--- src/rtl/pir_pkg.sv ---
package pir_pkg;
    localparam int DATA_W   = 32;
    localparam int OFS_SRST = 0;
    localparam int OFS_GIE  = 1;
    localparam int OFS_IER  = 2;
    localparam int OFS_ISR  = 3;
    localparam int OFS_STAT = 4;
    localparam int GIE_BIT  = 31;
    localparam logic [DATA_W-1:0] SRST_KEY = 32'h0000_000A;
endpackage

--- src/rtl/pir_soft_reset.sv ---
module pir_soft_reset #(
    parameter int RST_CYC = 16
) (
    input  logic clk_i,
    input  logic rst_ni,
    input  logic key_wr_i,
    output logic srst_o
);
    localparam int CW = $clog2(RST_CYC + 1);

    typedef struct packed {
        logic [CW-1:0] cnt;
    } state_t;

    state_t st_d, st_q;

    always_comb begin
        st_d = st_q;
        if (key_wr_i) begin
            st_d.cnt = CW'(RST_CYC);
        end else if (st_q.cnt != '0) begin
            st_d.cnt = st_q.cnt - 1'b1;
        end
    end

    always_ff @(posedge clk_i or negedge rst_ni) begin
        if (!rst_ni) st_q <= '0;
        else         st_q <= st_d;
    end

    assign srst_o = (st_q.cnt != '0);

    // a key write raises the pulse on the next cycle
    a_r1_starts: assert property (@(posedge clk_i) disable iff (!rst_ni)
        key_wr_i |=> srst_o);
    // the pulse never begins without a key write
    a_r2_no_spurious: assert property (@(posedge clk_i) disable iff (!rst_ni)
        (!srst_o && !key_wr_i) |=> !srst_o);
endmodule

--- src/rtl/pir_status.sv ---
module pir_status #(
    parameter int EVT_W = 8
) (
    input  logic             clk_i,
    input  logic             rst_ni,
    input  logic             clr_i,
    input  logic             rd_clr_i,
    input  logic [EVT_W-1:0] evt_i,
    output logic [EVT_W-1:0] flags_o
);
    typedef struct packed {
        logic [EVT_W-1:0] flags;
    } state_t;

    state_t st_d, st_q;

    always_comb begin
        st_d = st_q;
        if (clr_i) begin
            st_d.flags = '0;
        end else begin
            st_d.flags = (rd_clr_i ? '0 : st_q.flags) | evt_i;
        end
    end

    always_ff @(posedge clk_i or negedge rst_ni) begin
        if (!rst_ni) st_q <= '0;
        else         st_q <= st_d;
    end

    assign flags_o = st_q.flags;

    // an event coinciding with the clearing read is kept
    a_r7_keep_event: assert property (@(posedge clk_i) disable iff (!rst_ni)
        (!clr_i && evt_i != '0) |=> ((flags_o & $past(evt_i)) == $past(evt_i)));
    // a read with no event empties the flags
    a_r7_read_clears: assert property (@(posedge clk_i) disable iff (!rst_ni)
        (rd_clr_i && evt_i == '0) |=> (flags_o == '0));
endmodule

--- src/rtl/pir_irq_regs.sv ---
module pir_irq_regs #(
    parameter int EVT_W = 8
) (
    input  logic             clk_i,
    input  logic             rst_ni,
    input  logic             clr_i,
    input  logic             gie_we_i,
    input  logic             gie_wdata_i,
    input  logic             ier_we_i,
    input  logic [EVT_W-1:0] ier_wdata_i,
    input  logic             isr_we_i,
    input  logic [EVT_W-1:0] isr_wdata_i,
    input  logic [EVT_W-1:0] evt_i,
    output logic             gie_o,
    output logic [EVT_W-1:0] ier_o,
    output logic [EVT_W-1:0] isr_o,
    output logic             irq_o
);
    typedef struct packed {
        logic             gie;
        logic [EVT_W-1:0] ier;
        logic [EVT_W-1:0] isr;
    } state_t;

    state_t st_d, st_q;

    always_comb begin
        st_d = st_q;
        if (clr_i) begin
            st_d = '0;
        end else begin
            if (gie_we_i) st_d.gie = gie_wdata_i;
            if (ier_we_i) st_d.ier = ier_wdata_i;
            st_d.isr = (st_q.isr ^ (isr_we_i ? isr_wdata_i : '0)) | evt_i;
        end
    end

    always_ff @(posedge clk_i or negedge rst_ni) begin
        if (!rst_ni) st_q <= '0;
        else         st_q <= st_d;
    end

    assign gie_o = st_q.gie;
    assign ier_o = st_q.ier;
    assign isr_o = st_q.isr;
    assign irq_o = st_q.gie && ((st_q.isr & st_q.ier) != '0) && !clr_i;

    // a quiet acknowledge write inverts exactly the written ones
    a_r5_toggle: assert property (@(posedge clk_i) disable iff (!rst_ni)
        (isr_we_i && !clr_i && evt_i == '0) |=> (isr_o == ($past(isr_o) ^ $past(isr_wdata_i))));
    // a reset cycle leaves every register empty
    a_r9_cleared: assert property (@(posedge clk_i) disable iff (!rst_ni)
        clr_i |=> (!gie_o && ier_o == '0 && isr_o == '0));
endmodule

--- src/rtl/periph_irq_regs.sv ---
module periph_irq_regs
    import pir_pkg::*;
#(
    parameter int ADDR_W   = 4,
    parameter int EVT_W    = 8,
    parameter int RST_CYC  = 16,
    parameter bit HAS_IRQ  = 1'b1
) (
    input  logic              clk_i,
    input  logic              rst_ni,
    input  logic [ADDR_W-1:0] addr_i,
    input  logic              wr_en_i,
    input  logic [DATA_W-1:0] wr_data_i,
    input  logic              rd_en_i,
    output logic [DATA_W-1:0] rd_data_o,
    input  logic [EVT_W-1:0]  evt_i,
    output logic              irq_o,
    output logic              srst_o
);
    typedef struct packed {
        logic [DATA_W-1:0] rdata;
    } state_t;

    state_t st_d, st_q;

    logic             hit_srst, hit_gie, hit_ier, hit_isr, hit_stat;
    logic             key_wr;
    logic             gie;
    logic [EVT_W-1:0] ier, isr, flags;
    logic             irq_raw;

    assign hit_srst = (addr_i == ADDR_W'(OFS_SRST));
    assign hit_gie  = (addr_i == ADDR_W'(OFS_GIE));
    assign hit_ier  = (addr_i == ADDR_W'(OFS_IER));
    assign hit_isr  = (addr_i == ADDR_W'(OFS_ISR));
    assign hit_stat = (addr_i == ADDR_W'(OFS_STAT));
    assign key_wr   = wr_en_i && hit_srst && (wr_data_i == SRST_KEY);

    pir_soft_reset #(.RST_CYC(RST_CYC)) u_srst (
        .clk_i    (clk_i),
        .rst_ni   (rst_ni),
        .key_wr_i (key_wr),
        .srst_o   (srst_o)
    );

    pir_status #(.EVT_W(EVT_W)) u_stat (
        .clk_i    (clk_i),
        .rst_ni   (rst_ni),
        .clr_i    (srst_o),
        .rd_clr_i (rd_en_i && hit_stat),
        .evt_i    (evt_i),
        .flags_o  (flags)
    );

    generate
        if (HAS_IRQ) begin : g_irq
            pir_irq_regs #(.EVT_W(EVT_W)) u_irq (
                .clk_i       (clk_i),
                .rst_ni      (rst_ni),
                .clr_i       (srst_o),
                .gie_we_i    (wr_en_i && hit_gie),
                .gie_wdata_i (wr_data_i[GIE_BIT]),
                .ier_we_i    (wr_en_i && hit_ier),
                .ier_wdata_i (wr_data_i[EVT_W-1:0]),
                .isr_we_i    (wr_en_i && hit_isr),
                .isr_wdata_i (wr_data_i[EVT_W-1:0]),
                .evt_i       (evt_i),
                .gie_o       (gie),
                .ier_o       (ier),
                .isr_o       (isr),
                .irq_o       (irq_raw)
            );
        end else begin : g_no_irq
            assign gie     = 1'b0;
            assign ier     = '0;
            assign isr     = '0;
            assign irq_raw = 1'b0;
        end
    endgenerate

    always_comb begin
        st_d = st_q;
        if (rd_en_i) begin
            st_d.rdata = '0;
            if (hit_gie)  st_d.rdata[GIE_BIT] = gie;
            if (hit_ier)  st_d.rdata = DATA_W'(ier);
            if (hit_isr)  st_d.rdata = DATA_W'(isr);
            if (hit_stat) st_d.rdata = DATA_W'(flags);
        end
    end

    always_ff @(posedge clk_i or negedge rst_ni) begin
        if (!rst_ni) st_q <= '0;
        else         st_q <= st_d;
    end

    assign rd_data_o = st_q.rdata;
    assign irq_o     = irq_raw;

    // interrupt held low through the reset pulse
    a_r9_irq_low: assert property (@(posedge clk_i) disable iff (!rst_ni)
        srst_o |-> !irq_o);
    // read data only moves after a read strobe
    a_r11_hold: assert property (@(posedge clk_i) disable iff (!rst_ni)
        !rd_en_i |=> $stable(rd_data_o));
    // an event outside the reset pulse reaches the status flags
    a_r6_latch: assert property (@(posedge clk_i) disable iff (!rst_ni)
        (!srst_o && evt_i != '0) |=> ((flags & $past(evt_i)) == $past(evt_i)));
endmodule

--- config.mk ---
export PLATFORM = sky130hd
export DESIGN_NAME = periph_irq_regs
export DESIGN_NICKNAME = d
export VERILOG_FILES = /design/src/rtl/pir_pkg.sv /design/src/rtl/pir_soft_reset.sv /design/src/rtl/pir_status.sv /design/src/rtl/pir_irq_regs.sv /design/src/rtl/periph_irq_regs.sv
export SDC_FILE = /design/constraint.sdc
export NUM_CORES = 1
export LEC_CHECK = 0
export ABC_AREA = 1
export CORE_AREA = 2 2 73 75
export CTS_CLUSTER_SIZE = 25
export DETAILED_ROUTE_END_ITERATION = 7
export DIE_AREA = 0 0 75 77
export MAX_ROUTING_LAYER = met4
export PLACE_DENSITY = 0.8
export SYNTH_ARGS = -nofsm -noshare
export SYNTH_HDL_FRONTEND = slang
export SYNTH_SLANG_ARGS = --single-unit
--- constraint.sdc ---
create_clock -name clk_i -period 2 [get_ports clk_i]
set_input_delay 0.4 -clock clk_i [delete_from_list [all_inputs] [get_ports clk_i]]
set_output_delay 0.4 -clock clk_i [all_outputs]
set_load 0.1 [all_outputs]
==> results of run 1 <==
[per-layer routing]
layer / track usage / wire length [um] / part of all wire
met1: 0.2630 / 2378 / 0.41
met2: 0.3561 / 2934 / 0.50
met3: 0.04731 / 312 / 0.054
met4: 0.08750 / 186 / 0.032
met5: - / 0 / 0
[how the worst max path moves through the flow]
stage                    from              endpoint  slack, ns  cells past startpoint
6_report       u_srst.st_q[0]                 irq_o       0.10                      7
2_1_floorplan  u_srst.st_q[0]                 irq_o      0.004                      7
5_1_grt        u_srst.st_q[0]                 irq_o       0.01                      7
3_3_place_gp        addr_i[2]  g_irq.u_irq.ier_o[4]       0.21                      6
4_1_cts        u_srst.st_q[0]                 irq_o       0.03                      7
3_5_place_dp        addr_i[2]  g_irq.u_irq.ier_o[1]       0.14                      6
[what timing repair did]
item	CTS	global route
endpoints found under the setup margin	0	1
gates resized for setup	0	3
endpoints found under the hold margin	0	0
setup buffers	0	1
[logic make-up after synthesis]
| kind of cell | count (synthesis) | share of synthesized area |
|---|---|---|
| compound gates | 34 | 0.07843 |
| xor+xnor | 3 | 0.01113 |
| fa+ha+maj | 1 | 0.005299 |
| buf+inv | 81 | 0.1743 |
| flops | 39 | 0.4134 |
| other cells | 1 | 0.001588 |
| simple gates | 165 | 0.3158 |
[synthesized netlist by cell type (all sizes together)]
master / instances / area, sq um
nand2: 100 / 397.9
inv: 53 / 201.4
dfrtp: 39 / 975.9
nor2: 37 / 168.9
buf: 28 / 210.2
nand4: 15 / 93.84
o21ai: 12 / 60.06
o22ai: 12 / 75.07
nand3: 11 / 60.06
a21oi: 10 / 50.05
xor2: 3 / 26.28
conb: 1 / 3.750
ha: 1 / 12.51
nand3b: 1 / 20.02
nor3: 1 / 5.000
[sequential cells by signal, summed over array words and instances (netlist names)]
register           cells
g_irq.u_irq.ier_o      8
u_srst.st_q            5
rd_data_o              9
g_irq.u_irq.isr_o      8
u_stat.flags_o         8
g_irq.u_irq.gie_o      1
[through the flow]
step	total power [mW]	hold slack (ns)	worst slack (ns)	utilization	cell area [sq um]
5_1_grt	2.362	0.1290	0.01308	0.6169	3070
3_5_place_dp	1.698	0.4241	0.1402	0.5933	2953
4_1_cts	2.279	0.1121	0.03252	0.6134	3053
3_3_place_gp	1.686	0.4122	0.2067	0.5933	2953
6_report	2.280	0.08703	0.1017	0.6169	3070
2_1_floorplan	1.488	0.1044	0.004180	-	2457
[report_power, final]
part	leakage (nW)	switching [mW]	internal, mW	total [mW]
sequential	0.453	0.0263	0.853	0.879
combinational	1.09	0.588	0.224	0.811
clock	0.0515	0.275	0.315	0.590
[layout make-up]
type / instances / area [sq um] / area share
Tap cell: 70 / 87.58 / 0.02852
Clock buffer: 8 / 100.1 / 0.03260
Inverter: 53 / 201.4 / 0.06561
Timing Repair Buffer: 65 / 625.6 / 0.2037
Multi-Input combinational cell: 226 / 1080 / 0.3517
Sequential cell: 39 / 975.9 / 0.3178
==> reports/results.ini, run 1 <==
[status]
status = completed

[finish]
n_antenna_cell = 0
final_common_cell = nand2_1
area_delta_synth_final_pct = 30.05
fill_cells = 480
final_cell_mix = 95 x nand2_1, 46 x inv_1, 46 x clkdlybuf4s50_1, 39 x dfrtp_1, 29 x nor2_1
fin_nets = 439
drive_gt1_frac = 0.1279
instances_no_fill = 461

[synth]
yosysWarnings = 0
ys_types = 25
ys_seq_elements = 39
syn_area_per_cell_sq_um = 7.287
syn_area_sq_mm = 0.002361
netlist_instances = 324
ys_seq_area_frac = 0.4134

[setup_path]
path_cells = inv_2 -> ha_4 -> nand3b_4 -> inv_2 -> nand2_1 -> a21oi_4 -> buf_12
critPathRequiredTime_ns = 1.60
crit-reg2reg-capture = g_irq.u_irq.ier_o[1]
path_buf_inv = 3
max_stage_delay_ns = 0.39
endpoint_kind = output pin
rr_worst_depth = 7
slowest_stage = dfrtp_1
cp_max_fo = 3
reg2reg_from = u_srst.st_q[0]
arrival_ns = 1.50
crit_family = flip-flops
reg2reg_setup_slack_ns = 0.48
cpMostUsedCell = inv_2
startpoint_type = flop
path_class = flop to output pin

[floorplan]
die_y_um = 77
core_area_sq_mm = 0.004977
dieArea_sq_mm = 0.005775
rows = 26
io-pin-count = 82
floorplan.initialDensity = 0.4744
die_x_um = 75

[sta]
max_freq_mhz = 526.8
drv_slew = 0
setup-tns-final_ns = 0
slew_headroom = 0.6303
fin_crit_sh = 0.9491
setup_viol = 0
finalHoldViolCount = 0
finalCriticalPeriod_ns = 1.898
rsz0062_at_grt = no
finClkSkew_ns = 0.005879
worstMarginPinSlew_ns = 0.5546

[routing]
vias = 2232
postRouteAntennaNets = 0
drt_pass1_iterations = 5
drc = 0
drtIter0Drc = 176
post_drt_wl_per_cell_um = 12.61
drt_wl_total_um = 5811
viasPerCell = 4.842

[clock_tree]
htreeDepth = 2
clock_sinks = 39
cts_tree = yes
worstSkewPairLatency_ns = 0.29
cts_inserted_buffers = 5
ctsHoldBuffers = 0
clk_pin_slew_ns = 0.08
cts_buffer_depth = 2
cts_root_buffer = clkbuf_8

[place]
place.detailed.hpwl_um = 4401
portBuffers = 58
gp_congestion = 0.8426
placedCellCount = 452

[power]
leakage_nw = 1.596
cellPowerDensity_mw_per_mm2 = 742.7
vdd_ir_drop_max_mv = 0.5292

[grt]
grt_pass1_vias = 2186
grt_max_degree = 26
globalRouteTotalUtil = 0.2202
antenna_found_initial = 0
grt_pass1_wl_um = 9604
overflow = 0

[min_path]
holdCritPathClass = input pin to asynchronous set/reset pin

[run]
drv_cap = 0

No activity file was read; power rests on OpenSTA's default activity.
==> run 2: changes to the inputs <==
--- a/config.mk
+++ b/config.mk
@@ -6,12 +6,14 @@
 export NUM_CORES = 1
 export LEC_CHECK = 0
 export ABC_AREA = 1
-export CORE_AREA = 2 2 73 75
+export CELL_PAD_IN_SITES_DETAIL_PLACEMENT = 1
+export CELL_PAD_IN_SITES_GLOBAL_PLACEMENT = 1
+export CORE_AREA = 2 2 87 89
 export CTS_CLUSTER_SIZE = 25
 export DETAILED_ROUTE_END_ITERATION = 7
-export DIE_AREA = 0 0 75 77
+export DIE_AREA = 0 0 89 91
 export MAX_ROUTING_LAYER = met4
-export PLACE_DENSITY = 0.8
+export PLACE_DENSITY = 0.79
 export SYNTH_ARGS = -nofsm -noshare
 export SYNTH_HDL_FRONTEND = slang
 export SYNTH_SLANG_ARGS = --single-unit
==> run 2 against run 1 <==
Largest cell class unchanged. Highest routed layer unchanged. Final cell count up 6.3%. Register-to-register slack about the same. Utilization decreased by 18 points. Critical endpoint unchanged. Maximum frequency shrank 1.4%. Largest power group unchanged.
==> reports/results.ini, run 2 (synthesis gave the netlist of run 1 again) <==
[grt]
grt_pass1_vias = 2392  ; was 2186
grt_max_degree = 22  ; was 26
globalRouteTotalUtil = 0.1811  ; was 0.2202
overflow = 0  ; unchanged
antenna_found_initial = 0  ; unchanged
grt_pass1_wl_um = 11120  ; was 9604 um

[clock_tree]
cts_inserted_buffers = 5  ; unchanged
cts_root_buffer = clkbuf_8  ; unchanged
htreeDepth = 2  ; unchanged
ctsHoldBuffers = 0  ; unchanged
cts_buffer_depth = 2  ; unchanged
clock_sinks = 39  ; unchanged
cts_tree = yes  ; unchanged
clk_pin_slew_ns = 0.08  ; about the same
worstSkewPairLatency_ns = 0.30  ; was 0.29 ns

[setup_path]
reg2reg_from = u_srst.st_q[0]  ; unchanged
max_stage_delay_ns = 0.41  ; was 0.39 ns
path_class = flop to output pin  ; unchanged
arrival_ns = 1.53  ; was 1.50 ns
crit-reg2reg-capture = g_irq.u_irq.ier_o[2]  ; was g_irq.u_irq.ier_o[1]
rr_worst_depth = 7  ; unchanged
endpoint_kind = output pin  ; unchanged
critPathRequiredTime_ns = 1.60  ; about the same
path_cells = inv_2 -> ha_4 -> nand3b_4 -> inv_2 -> nand2_1 -> a21oi_4 -> buf_12  ; unchanged
cpMostUsedCell = inv_2  ; unchanged
startpoint_type = flop  ; unchanged
slowest_stage = dfrtp_1  ; unchanged
reg2reg_setup_slack_ns = 0.48  ; about the same
cp_max_fo = 3  ; unchanged

[power]
finalPower_mw = 2.394  ; was 2.280 mW
leakage_nw = 1.611  ; was 1.596 nW
cellPowerDensity_mw_per_mm2 = 763.3  ; was 742.7 mW/mm^2
vdd_ir_drop_max_mv = 0.6870  ; was 0.5292 mV

[finish]
final_common_cell = nand2_1  ; unchanged
area_delta_synth_final_pct = 32.86  ; was 30.05%
n_antenna_cell = 0  ; unchanged
largest_register_ff_count = 9  ; unchanged
fin_nets = 439  ; unchanged
drive_gt1_frac = 0.1304  ; was 0.1279
final_cell_mix = 95 x nand2_1, 46 x inv_1, 46 x clkdlybuf4s50_1, 39 x dfrtp_1, 29 x nor2_1  ; unchanged

[sta]
finalHoldViolCount = 0  ; unchanged
max_freq_mhz = 519.5  ; was 526.8 MHz
rsz0062_at_grt = no  ; unchanged
fin_crit_sh = 0.9625  ; was 0.9491
drv_slew = 0  ; unchanged
setup_viol = 0  ; unchanged
finClkSkew_ns = 0.009123  ; was 0.005879 ns
finalCriticalPeriod_ns = 1.925  ; was 1.898 ns
setup-tns-final_ns = 0  ; unchanged

[routing]
post_drt_wl_per_cell_um = 13.60  ; was 12.61 um
viasPerCell = 4.629  ; was 4.842
drtIter0Drc = 79  ; was 176
drt_pass1_iterations = 4  ; was 5
vias = 2268  ; was 2232
drc = 0  ; unchanged
drt_wl_total_um = 6664  ; was 5811 um
postRouteAntennaNets = 0  ; unchanged

[place]
place.detailed.hpwl_um = 5255  ; was 4401 um
portBuffers = 58  ; unchanged
gp_congestion = 0.7975  ; was 0.8426

[min_path]
holdCritPathClass = input pin to asynchronous set/reset pin  ; unchanged

[floorplan]
core_area_sq_mm = 0.007137  ; was 0.004977 sq mm
die_x_um = 89  ; was 75 um
rows = 31  ; was 26
dieArea_sq_mm = 0.008099  ; was 0.005775 sq mm
io-pin-count = 82  ; unchanged
die_y_um = 91  ; was 77 um
floorplan.initialDensity = 0.3308  ; was 0.4744

[status]
status = completed  ; unchanged

[run]
drv_cap = 0  ; unchanged

[run 2: changes by cell type in the layout (fill, tap and decap cells not counted)]
cell / delta
clkinv_2: +1
bufinv_16: +1
clkbuf_1: -1
buf_4: -1
clkbuf_8: -1
buf_12: +1
[run 2: layer usage]
layer,up-vias,GRT usage,routed length (um)
li1,1096,-,-
met1,1104,0.2205,2907
met2,55,0.2973,3393
met3,13,0.03364,208
met4,0,0.06468,154
met5,-,-,0
[run 2: timing repair]
item | CTS | global route
setup endpoints to repair | 1 | 1
gates cloned | 0 | 0
pin swaps | 0 | 0
setup buffers | 0 | 2
resized for setup | 1 | 2
endpoints found under the hold margin | 0 | 0
[run 2: cell type report]
type                    instances  area, sq um
clock inverters                 2        35.03
flip-flops and latches         39        975.9
repair buffers                 65        638.1
inverters                      53        201.4
multi-input cells             226         1080
well taps                      99        123.9
fillers                       928         4000
clock buffers                   6        82.58
[run 2: where the power goes]
group          leakage [nW]  internal, mW  switching [mW]
clock network        0.0612         0.404           0.295
registers             0.453         0.852          0.0270
logic                  1.10         0.225           0.591
[run 2: worst max-delay path: cells and delay by family (launching register included)]
| family | cells | cell delay (ns) |
|---|---|---|
| and+or+nand+nor | 2 | 0.15 |
| AOI/OAI and AO/OA | 1 | 0.16 |
| adders and majority gates | 1 | 0.16 |
| DFF | 1 | 0.41 |
| buffers and inverters | 3 | 0.34 |
[run 2: worst max path at each step]
stage,endpoint,from,slack [ns],cells after the start
after floorplan,irq_o,u_srst.st_q[0],0.004,7
after global placement,g_irq.u_irq.ier_o[2],addr_i[2],0.21,6
after detailed placement,g_irq.u_irq.ier_o[2],addr_i[2],0.16,6
after CTS,irq_o,u_srst.st_q[0],0.02,7
after global routing,irq_o,u_srst.st_q[0],0.005,7
final,irq_o,u_srst.st_q[0],0.07,7
[run 2: stage by stage]
step | std cells | setup slack [ns] | cell area, sq um | util | hold slack, ns
6_report | 490 | 0.07499 | 3137 | 0.4395 | 0.04228
5_1_grt | 490 | 0.005441 | 3137 | 0.4395 | 0.06635
4_1_cts | 488 | 0.02174 | 3122 | 0.4374 | 0.05510
3_5_place_dp | 480 | 0.1571 | 2994 | 0.4195 | 0.3819
3_3_place_gp | 480 | 0.2069 | 2994 | 0.4195 | 0.3834
2_1_floorplan | 346 | 0.004180 | 2457 | - | 0.1044
==> run 3: changes to the inputs <==
--- a/config.mk
+++ b/config.mk
@@ -16,4 +16,5 @@
 export PLACE_DENSITY = 0.79
 export SYNTH_ARGS = -nofsm -noshare
 export SYNTH_HDL_FRONTEND = slang
+export SYNTH_HIERARCHICAL = 1
 export SYNTH_SLANG_ARGS = --single-unit
==> run 3 against run 2 <==
Maximum frequency decreased by 0.73%. Power increased by 5.0%. Sequential power increased by 6.1%. Via count decreased by 5.3%. First-iteration DRC count decreased by 23%. Clock skew decreased by 0.0041 ns. Sequential cell count unchanged. Global-route usage decreased by 1.8 points. Area after synthesis increased by 1.0%.
==> reports/results.ini, run 3 <==
[clock_tree]
worstSkewPairLatency_ns = 0.29  ; was 0.30 ns
htreeDepth = 2  ; unchanged
clock_sinks = 39  ; unchanged
cts_tree = yes  ; unchanged
cts_buffer_depth = 2  ; unchanged
cts_inserted_buffers = 5  ; unchanged
clk_pin_slew_ns = 0.08  ; about the same
ctsHoldBuffers = 0  ; unchanged
cts_root_buffer = clkbuf_8  ; unchanged

[min_path]
holdCritPathClass = input pin to asynchronous set/reset pin  ; unchanged

[setup_path]
startpoint_type = flop  ; unchanged
endpoint_kind = output pin  ; unchanged
arrival_ns = 1.54  ; was 1.53 ns
path_class = flop to output pin  ; unchanged
cp_max_fo = 6  ; was 3
critPathRequiredTime_ns = 1.60  ; about the same

[power]
leakage_nw = 1.617  ; was 1.611 nW
vdd_ir_drop_max_mv = 0.2931  ; was 0.6870 mV
cellPowerDensity_mw_per_mm2 = 775.1  ; was 763.3 mW/mm^2

[finish]
n_antenna_cell = 0  ; unchanged
fin_nets = 444  ; was 439
final_common_cell = nand2_1  ; unchanged
drive_gt1_frac = 0.1692  ; was 0.1304
fill_cells = 921  ; was 928
largest_register_ff_count = 9  ; unchanged
final_cell_mix = 91 x nand2_1, 46 x clkdlybuf4s50_1, 44 x nor2_1, 39 x dfrtp_1, 34 x nand3_1  ; was 95 x nand2_1, 46 x inv_1, 46 x clkdlybuf4s50_1, 39 x dfrtp_1, 29 x nor2_1
area_delta_synth_final_pct = 36.04  ; was 32.86%

[synth]
async_flop_share = 1.000  ; unchanged
synthMuxAreaShare = 0  ; unchanged
synth_top_area_share = 0.4092  ; was 0.4134
synth.area.top_cells = dfrtp_1 41%, nand2_1 14%, buf_4 7.2%  ; was dfrtp_1 41%, nand2_1 15%, inv_1 7.6%
synth_compound_area_frac = 0.07608  ; was 0.07843
synth-adder-area-share = 0.005247  ; was 0.005299
ys_seq_area_frac = 0.4092  ; was 0.4134
synth_xor_area_frac = 0.003673  ; was 0.01113
synth.most_common_cell = nand2_1  ; unchanged
netlist_instances = 323  ; was 324
ys_types = 26  ; was 25
synthSimpleGateAreaFrac = 0.3536  ; was 0.3158
syn_area_per_cell_sq_um = 7.383  ; was 7.287 sq um
yosysWarnings = 6  ; was 0
synth_common_cells = 92 x nand2_1, 44 x nor2_1, 39 x dfrtp_1  ; was 95 x nand2_1, 48 x inv_1, 39 x dfrtp_1
synthFlopType = dfrtp_1  ; unchanged
synth_edf_count = 0  ; unchanged
ys_seq_elements = 39  ; unchanged
syn_area_sq_mm = 0.002385  ; was 0.002361 sq mm
yosys.area.top_type = dfrtp_1  ; unchanged
synth_top_family_by_area = simple AND/OR/NAND/NOR gates  ; unchanged

[routing]
viasPerCell = 4.337  ; was 4.629
wl_met1_um = 2590  ; was 2907 um
drtIter0Drc = 61  ; was 79
vias = 2147  ; was 2268
drc = 0  ; unchanged
routed-wl-met2_um = 3206  ; was 3393 um
dr.max_layer_used = met4  ; unchanged
drt_pass1_iterations = 4  ; unchanged
postRouteAntennaNets = 0  ; unchanged
drt_wl_total_um = 6083  ; was 6664 um
post_drt_wl_per_cell_um = 12.29  ; was 13.60 um
dr_wl_met3_um = 219  ; was 208 um

[floorplan]
die_y_um = 91  ; unchanged
die_x_um = 89  ; unchanged
dieArea_sq_mm = 0.008099  ; unchanged
rows = 31  ; unchanged
io-pin-count = 82  ; unchanged
floorplan.initialDensity = 0.3342  ; was 0.3308
core_area_sq_mm = 0.007137  ; unchanged

[grt]
grt_max_degree = 22  ; unchanged
grt_pass1_wl_um = 10190  ; was 11120 um
globalRouteTotalUtil = 0.1631  ; was 0.1811
grt_pass1_vias = 2233  ; was 2392
overflow = 0  ; unchanged
antenna_found_initial = 0  ; unchanged

[sta]
rsz0062_at_grt = yes  ; was no
slew_headroom = 0.6331
drv_slew = 0  ; unchanged
finalHoldViolCount = 0  ; unchanged
worstMarginPinSlew_ns = 0.5504
finClkSkew_ns = 0.005061  ; was 0.009123 ns
max_freq_mhz = 515.7  ; was 519.5 MHz
fin_hold_ws_ns = 0.08803  ; was 0.04228 ns
fin_crit_sh = 0.9696  ; was 0.9625
finalCriticalPeriod_ns = 1.939  ; was 1.925 ns
setup-tns-final_ns = 0  ; unchanged
setup_viol = 0  ; unchanged

[run]
drv_cap = 0  ; unchanged

[place]
place.detailed.hpwl_um = 4983  ; was 5255 um
portBuffers = 58  ; unchanged
gp_congestion = 0.8017  ; was 0.7975

[status]
status = completed  ; unchanged

[run 3: changes by cell type in the layout (fill, tap and decap cells not counted), sizes merged, moves of 8 or more]
cell,delta
a21oi,+9
buf,+8
inv,-20
nand3,+28
nand4,-15
nor2,+14
o22ai,-12
[run 3: power by group]
part           total [mW]  switching (mW)  internal, mW
clock network       0.681           0.278         0.404
registers           0.933          0.0677         0.865
logic               0.901           0.619         0.282
total                2.51           0.964          1.55
[run 3: final timing paths]
| check | start | to | slack (ns) | depth (start not counted) |
|---|---|---|---|---|
| max | u_srst/st_q[0] | irq_o | 0.06 | 7 |
| min | rst_ni | rd_data_o[0] | 0.09 | 1 |
| max reg2reg | u_srst/st_q[0] | g_irq.u_irq/ier_o[3] | 0.41 | 7 |
| min reg2reg | u_stat/flags_o[0] | rd_data_o[0] | 0.49 | 2 |
| max in group asynchronous | rst_ni | g_irq.u_irq/isr_o[6] | 1.42 | 2 |
| min in group clk_i | u_stat/flags_o[0] | rd_data_o[0] | 0.49 | 2 |
[run 3: cell type report]
| cell class | instances | area, sq um | area share |
|---|---|---|---|
| Timing Repair Buffer | 73 | 710.7 | 0.2191 |
| Sequential cell | 39 | 975.9 | 0.3008 |
| Clock buffer | 6 | 82.58 | 0.02545 |
| Inverter | 35 | 145.1 | 0.04474 |
| Clock inverter | 2 | 35.03 | 0.01080 |
| Tap cell | 99 | 123.9 | 0.03818 |
| Multi-Input combinational cell | 241 | 1171 | 0.3610 |
[run 3: repair_timing]
item | CTS | global route
gates resized for setup | 0 | 0
setup buffers | 0 | 3
setup endpoints to repair | 0 | 1
[run 3: through the flow]
stage,power [mW],instance area (sq um),cells,utilization,setup slack (ns)
3_3_place_gp,1.842,3104,484,0.4350,0.1191
2_1_floorplan,1.604,2519,345,-,-0.2408
6_report,2.515,3244,495,0.4546,0.06078
3_5_place_dp,1.859,3104,484,0.4350,0.07218
5_1_grt,2.651,3244,495,0.4546,-0.01899
4_1_cts,2.550,3222,492,0.4514,0.02422
[run 3: critical path, stage by stage (launching register included)]
cell	delay (ns)
dfrtp_1	0.40
inv_2	0.11
ha_4	0.17
nand3_4	0.11
clkinv_8	0.08
nand2_4	0.04
a21oi_4	0.14
buf_12	0.19
[run 3: cells by family after synthesis]
group           count (synthesis)
xor+xnor                        1
other cells                     1
flops                          39
fa+ha+maj                       1
simple gates                  188
compound gates                 28
buf+inv                        65
[run 3: layer usage]
layer  global-route usage  vias to the layer above
li1                     -                     1105
met2               0.2886                       50
met1               0.1902                      987
met4              0.04478                        0
met3              0.02273                        5
met5                    -                        -
